===== config.mk =====
export PLATFORM = sky130hd
export DESIGN_NAME = txd_next_walker
export DESIGN_NICKNAME = d
export VERILOG_FILES = /design/src/rtl/txd_walk_pkg.sv /design/src/rtl/txd_next_sel.sv /design/src/rtl/txd_resp_reg.sv /design/src/rtl/txd_next_walker.sv
export SDC_FILE = /design/constraint.sdc
export NUM_CORES = 1
export LEC_CHECK = 0
export BUFFER_PORTS_ARGS = -buffer_cell sky130_fd_sc_hd__buf_2
export CORE_ASPECT_RATIO = 1.4
export CORE_MARGIN = 4
export CORE_UTILIZATION = 50
export CTS_BUF_LIST = sky130_fd_sc_hd__clkbuf_8
export DETAILED_ROUTE_END_ITERATION = 10
export PLACE_DENSITY = 0.82
export SLEW_MARGIN = 20
export SYNTH_ARGS = -nofsm -noshare
export SYNTH_HDL_FRONTEND = slang
export SYNTH_SLANG_ARGS = --single-unit

===== constraint.sdc =====
create_clock -name clk -period 3.1 [get_ports clk]
set_input_delay 0.62 -clock clk [delete_from_list [all_inputs] [get_ports clk]]
set_output_delay 0.62 -clock clk [all_outputs]
set_load 0.05 [all_outputs]

===== src/rtl/txd_walk_pkg.sv =====
package txd_walk_pkg;
  typedef enum logic [1:0] {
    SRC_RING  = 2'd0,
    SRC_BASE  = 2'd1,
    SRC_CHAIN = 2'd2
  } next_src_e;
endpackage


===== src/rtl/txd_next_sel.sv =====
module txd_next_sel
  import txd_walk_pkg::*;
#(
  parameter int ADDR_W     = 32,
  parameter int BS2_W      = 11,
  parameter int DESC_BYTES = 16
) (
  input  logic [ADDR_W-1:0] base_addr,
  input  logic [ADDR_W-1:0] cur_addr,
  input  logic [ADDR_W-1:0] addr2,
  input  logic              eor,
  input  logic              chain,
  input  logic [BS2_W-1:0]  bs2_len,
  output next_src_e         src,
  output logic [ADDR_W-1:0] nxt,
  output logic              err,
  output logic              buf2
);
  localparam logic [ADDR_W-1:0] STEP = ADDR_W'(DESC_BYTES);

  function automatic logic [ADDR_W-1:0] ring_step(input logic [ADDR_W-1:0] a);
    return a + STEP;
  endfunction

  logic size_nz;
  assign size_nz = |bs2_len;

  always_comb begin
    if (eor)        src = SRC_BASE;
    else if (chain) src = SRC_CHAIN;
    else            src = SRC_RING;
  end

  always_comb begin
    case (src)
      SRC_BASE:  nxt = base_addr;
      SRC_CHAIN: nxt = addr2;
      default:   nxt = ring_step(cur_addr);
    endcase
  end

  assign err  = (src == SRC_CHAIN) && size_nz;
  assign buf2 = (src != SRC_CHAIN) && size_nz;
endmodule


===== src/rtl/txd_resp_reg.sv =====
module txd_resp_reg
  import txd_walk_pkg::*;
#(
  parameter int ADDR_W = 32
) (
  input  logic              clk,
  input  logic              rst_n,
  input  logic [ADDR_W-1:0] base_addr,
  input  logic              req,
  input  next_src_e         src,
  input  logic [ADDR_W-1:0] nxt,
  input  logic              err,
  input  logic              buf2,
  output logic              out_valid,
  output logic [ADDR_W-1:0] next_addr,
  output logic              proto_err,
  output logic              buf2_present,
  output logic              wrap,
  output logic [ADDR_W-1:0] cur_addr
);
  logic advance;
  assign advance = req && !err;

  always_ff @(posedge clk) begin
    if (!rst_n) begin
      cur_addr     <= base_addr;
      out_valid    <= 1'b0;
      next_addr    <= '0;
      proto_err    <= 1'b0;
      buf2_present <= 1'b0;
      wrap         <= 1'b0;
    end else begin
      out_valid <= req;
      wrap      <= req && (src == SRC_BASE);
      proto_err <= req && err;
      if (req) begin
        next_addr    <= nxt;
        buf2_present <= buf2;
      end
      if (advance) cur_addr <= nxt;
    end
  end

  p_valid_follows_req_r8: assert property (@(posedge clk) disable iff (!rst_n)
    req |=> out_valid);
  p_valid_needs_req_r8: assert property (@(posedge clk) disable iff (!rst_n)
    !req |=> !out_valid);
  p_wrap_in_resp_r8: assert property (@(posedge clk) disable iff (!rst_n)
    wrap |-> out_valid);
  p_err_in_resp_r8: assert property (@(posedge clk) disable iff (!rst_n)
    proto_err |-> out_valid);
  p_err_holds_cur_r5: assert property (@(posedge clk) disable iff (!rst_n)
    (req && err) |=> $stable(cur_addr));
  p_cur_follows_r9: assert property (@(posedge clk) disable iff (!rst_n)
    (out_valid && !proto_err) |-> (cur_addr == next_addr));
endmodule


===== src/rtl/txd_next_walker.sv =====
module txd_next_walker
  import txd_walk_pkg::*;
#(
  parameter int ADDR_W     = 32,
  parameter int BS2_W      = 11,
  parameter int DESC_BYTES = 16
) (
  input  logic              clk,
  input  logic              rst_n,
  input  logic [ADDR_W-1:0] base_addr,
  input  logic              req,
  input  logic              eor,
  input  logic              chain,
  input  logic [BS2_W-1:0]  bs2_len,
  input  logic [ADDR_W-1:0] addr2,
  output logic              out_valid,
  output logic [ADDR_W-1:0] next_addr,
  output logic              proto_err,
  output logic              buf2_present,
  output logic              wrap,
  output logic [ADDR_W-1:0] cur_addr
);
  next_src_e         sel_src;
  logic [ADDR_W-1:0] sel_nxt;
  logic              sel_err;
  logic              sel_buf2;

  txd_next_sel #(.ADDR_W(ADDR_W), .BS2_W(BS2_W), .DESC_BYTES(DESC_BYTES)) u_sel (
    .base_addr(base_addr),
    .cur_addr (cur_addr),
    .addr2    (addr2),
    .eor      (eor),
    .chain    (chain),
    .bs2_len  (bs2_len),
    .src      (sel_src),
    .nxt      (sel_nxt),
    .err      (sel_err),
    .buf2     (sel_buf2)
  );

  txd_resp_reg #(.ADDR_W(ADDR_W)) u_resp (
    .clk         (clk),
    .rst_n       (rst_n),
    .base_addr   (base_addr),
    .req         (req),
    .src         (sel_src),
    .nxt         (sel_nxt),
    .err         (sel_err),
    .buf2        (sel_buf2),
    .out_valid   (out_valid),
    .next_addr   (next_addr),
    .proto_err   (proto_err),
    .buf2_present(buf2_present),
    .wrap        (wrap),
    .cur_addr    (cur_addr)
  );

  p_eor_picks_base_r2: assert property (@(posedge clk) disable iff (!rst_n)
    (req && eor) |=> (wrap && next_addr == $past(base_addr)));
  p_eor_no_err_r3: assert property (@(posedge clk) disable iff (!rst_n)
    (req && eor) |=> !proto_err);
  p_chain_addr_r4: assert property (@(posedge clk) disable iff (!rst_n)
    (req && !eor && chain) |=> (!wrap && next_addr == $past(addr2)));
  p_no_buf2_when_linked_r7: assert property (@(posedge clk) disable iff (!rst_n)
    (req && !eor && chain) |=> !buf2_present);
endmodule


## Word-level counts from Yosys, hierarchy flattened

Index checks and enable logic that the tools add are counted.

| cells by class | value |
|---|---|
| reductions and logical operators | 7 |
| muxes and demuxes | 5 |
| equality and inequality tests | 4 |
| add/sub/neg operators | 1 |

Operators by type and width:

| operator | count |
|---|---|
| two-way mux 32 bit | 2 |
| one-hot mux 32 bit (2 select lines) | 1 |
| adder 32 x 5 -> 32 bit, second input constant | 1 |
| OR reduction 11 bit | 1 |
| logical AND 1 bit | 5 |
| two-way mux 2 bit | 2 |
| == test 2 x 1 -> 1 bit, second input constant | 1 |
| == test 2 bit, second input constant | 1 |
| inequality test 2 x 1 -> 1 bit, second input constant | 1 |
| inequality test 2 bit, second input constant | 1 |
| logical NOT 1 bit | 1 |

| word-level totals | value |
|---|---|
| flip-flop bits (word level) | 68 |
| input bits | 80 |
| output and inout bits | 68 |
| logic and storage cells | 23 |

## Longest topological paths before layout

| depth | value |
|---|---|
| word-level depth | 8 |
| gate-level depth with buffers | 7 |
| depth with buffers taken out | 6 |

## Hierarchy

Synthesis repeated with hierarchy kept, for this count alone.

| unflattened totals | value |
|---|---|
| cells, all modules | 368 |
| area, all modules | 3,898.7 um^2 |

Modules (own cells, without submodules):

| module | instances | area an instance (um^2) | seq. area each (um^2) | cells each |
|---|---|---|---|---|
| txd_resp_reg | 1 | 2,716.4 | 1,681.6 | 182 |
| txd_next_sel | 1 | 1,182.4 | 0.0 | 186 |

## Worst setup path after synthesis

Ideal clock, no wire load.

| timing path | value |
|---|---|
| path kind | input to register |
| from | input port req |
| to | register u_resp.cur_addr[0], enable pin |
| setup slack | 0.540 ns |
| stages on the path | 5 |
| data arrival time | 2.170 ns |
| setup time | 0.389 ns |
| data required time | 2.711 ns |
| cells stage by stage | clkbuf_1 > clkbuf_1 > clkbuf_1 > nand2_1 > nand2_1 |

| between the ends | value |
|---|---|
| longest elaborated chain between the ends | 2 |

RTL lines:

| element | line | RTL |
|---|---|---|
| start, declared | txd_next_walker.sv:11 | `input logic req,` |
| logical AND 1 bit | txd_resp_reg.sv:22 | `assign advance = req && !err;` |
| inequality test 2 x 1 -> 1 bit (no source line) | -- |  |
| end signal, assigned | txd_resp_reg.sv:26 | `cur_addr <= base_addr;` |
| end signal, assigned | txd_resp_reg.sv:40 | `if (advance) cur_addr <= nxt;` |
| end, declared | txd_resp_reg.sv:19 | `output logic [ADDR_W-1:0] cur_addr` |

No other way between the ends.
A chain may end at the register's enable or synchronous reset.

## Final worst setup path

| timing path | value |
|---|---|
| from | register u_resp.cur_addr[9] |
| to | register u_resp.cur_addr[26], data pin |

| between the ends | value |
|---|---|
| longest elaborated chain between the ends | 4 |

RTL lines:

| element | line | RTL |
|---|---|---|
| adder 32 x 5 -> 32 bit | txd_next_sel.sv:22 | `return a + STEP;` |
| one-hot mux 32 bit (2 select lines) | txd_next_sel.sv:35 | `case (src)` |
| two-way mux 32 bit | txd_resp_reg.sv:40 |  |
| two-way mux 32 bit | txd_resp_reg.sv:25 | `if (!rst_n) begin` |

No other way between the ends. The select of a mux whose other input is x is not followed.

==> reports/metrics.yaml <==
areaGrowthSynthToFinish_pct: 25.2
p_int_mw: 1.55
cts.repair.resized: 0
ys_seq_elements: 68
synth.largest_area_cell: "edfxtp_1"
drv_cap: 0
min_period_ns: 2.30
io_buffers: 147
synth.distinct_cells: 50
hold_buffers: 0
dieArea_mm2: 0.00909
dp_slack_ns: 0.703
vias: 3889
status: "finished, final reports clean"
syn-instance-count: 429
slew_violations: 0
clock_path_buffers: 2
vdd_ir_drop_max_mv: 0.328
ant_nets: 0
multiInputGateArea_mm2: 0.00195
start_util_pct: 51.7
cts_max_level: 3
tightest_slew_ns: 0.550
synth_most_common_cell: "o21ai_0"
power_frac_seq_pct: 45.2
total_leakage_power_nw: 2.04
viasPerCell: 5.85
die_x_um: 81.7
clkSinkCount: 68
synth_edf_count: 32
cp.arrival_ns: 2.37
grt_antenna_before_repair: 1
clkPwrFrac_pct: 26.5
critical_path_required_ns: 3.17
skew_ns: 0.00755
hold_viol_final: 0
cts_tree: "done"
finalSetupTns_ns: 0
synth_common_cells: "o21ai_0, nand2_1, dfxtp_1"
n_fill_cell: 632
coreArea_mm2: 0.00736
regArea_mm2: 0.00168
startpoint_type: "register"
grt_max_degree: 47
switchingPower_mw: 0.894
synth_top_area_share_pct: 25.3
rsz0062_at_grt: "false"
yosys_warnings: 0
swShare_pct: 36.6
setup_slack_ns: 0.797
seq_area_frac_synth_pct: 44.2
end_kind: "register"
synthTopCellsByArea: "edfxtp_1, dfxtp_1, o21ai_0"
post-cts-setup-buffers: 0
dr.pass1.iters: 7
critPathKind: "reg2reg"
synthFlopType: "dfxtp_1"
setup_viol: 0
drcViolationCount: 0
syn-cell-area_mm2: 0.00380
pwr_density_cell_mw_per_mm2: 513
grt_pass1_wl_mm: 17.9
fmax_ghz: 0.434
postSynthAreaPerCell_um2: 8.87
track_usage_pct: 25.1
io-pin-count: 148
pwr-share-comb_pct: 28.4
async_flop_share_pct: 0
synth_nets: 510
die_h_um: 111
drive_gt1_share_pct: 32.9
diodes: 0
nets: 645
first_global_vias: 3740
grt-ovfl-total: 0
slew_headroom_pct: 63.3
wl_per_cell_um: 17.2
fin_crit_sh_pct: 74.3
root_buffer: "clkbuf_8"
min_path_type: "reg2reg"
clock_latency_ns: 0.34
drt_iter0_drc: 363
drt-total-wl_mm: 11.4
dp_hpwl_mm: 8.38
crit_fanout: 12
place_congestion: 0.938
cts_buffers: 9
fp-row-count: 37
clkTransAtPathRegs_ns: 0.07
-- critical path, stage by stage (launching register included) --
cell,delay [ns]
edfxtp_1,0.46
nand4_1,0.43
or2_2,0.56
o31a_1,0.30
o21ai_1,0.18
a31oi_1,0.11
-- state kept, by name, indices dropped and copies added, names as in the netlist --
signal	count
u_resp.buf2_present	1
u_resp.cur_addr	32
u_resp.next_addr	32
u_resp.out_valid	1
u_resp.proto_err	1
u_resp.wrap	1
-- final cells by class --
class	instances	share of cell area [%]
clock inverters	4	0.368
flip-flops and latches	68	35.3
well taps	97	2.55
repair buffers	155	16.7
multi-input cells	318	41.0
clock buffers	11	3.18
inverters	12	0.946
-- logic make-up after synthesis --
kind of cell    after synthesis  share of synthesized area [%]
compound gates              150                           24.2
simple gates                136                           18.7
mux                          20                           5.49
fa+ha+maj                     1                          0.329
flops                        68                           44.2
xor+xnor                     11                           2.53
buf+inv                      43                           4.54
-- path summary, 6_finish.rpt --
kind,start,end,slack [ns],cells after the start
worst max register to register,u_resp.cur_addr[9]$_DFFE_PP_,u_resp.cur_addr[26]$_DFFE_PP_,0.80,5
worst min-delay path,u_resp.buf2_present$_SDFFE_PN0P_,u_resp.buf2_present$_SDFFE_PN0P_,0.48,2
worst min register to register,u_resp.buf2_present$_SDFFE_PN0P_,u_resp.buf2_present$_SDFFE_PN0P_,0.48,2
worst max-delay path,u_resp.cur_addr[9]$_DFFE_PP_,u_resp.cur_addr[26]$_DFFE_PP_,0.80,5
-- cell usage in the layout, fill, tap and decap left out, drive strengths merged, types with 13 or more instances in the layout --
cell type	instances
a21oi	32
dfxtp	36
a31oi	22
inv	13
edfxtp	32
nand2	41
nor2	33
mux2i	13
buf	155
o21ai	50
-- power by group through the flow --
| stage | combinational, mW | sequential, mW | clock [mW] |
|---|---|---|---|
| floorplan | 0.231 | 1.37 | 0 |
| global placement | 0.679 | 1.12 | 0 |
| detailed placement | 0.691 | 1.12 | 0 |
| CTS | 0.693 | 1.10 | 0.653 |
| global route | 0.741 | 1.11 | 0.693 |
| finish | 0.693 | 1.10 | 0.647 |
-- through the flow --
| stage | hold slack (ns) | util [%] | power [mW] | std cells | instance area, um^2 |
|---|---|---|---|---|---|
| CTS | 0.475 | 64.7 | 2.45 | 665 | 4760 |
| global route | 0.498 | 64.7 | 2.55 | 665 | 4760 |
| finish | 0.476 | 64.7 | 2.44 | 665 | 4760 |
| floorplan | 0.691 | - | 1.61 | 429 | 3800 |
| global placement | 0.455 | 62.4 | 1.80 | 650 | 4590 |
| detailed placement | 0.463 | 62.4 | 1.81 | 650 | 4590 |
-- per-layer routing --
| layer | global-route usage [%] | vias up | part of all wire (%) |
|---|---|---|---|
| met1 | 29.0 | 1812 | 38 |
| met5 | 0 | - | 0.11 |
| met3 | 6.02 | 22 | 7.8 |
| met2 | 43.7 | 175 | 52 |
| met4 | 8.76 | 2 | 1.6 |
| li1 | - | 1878 | - |
(Power assumes the default switching activity.)
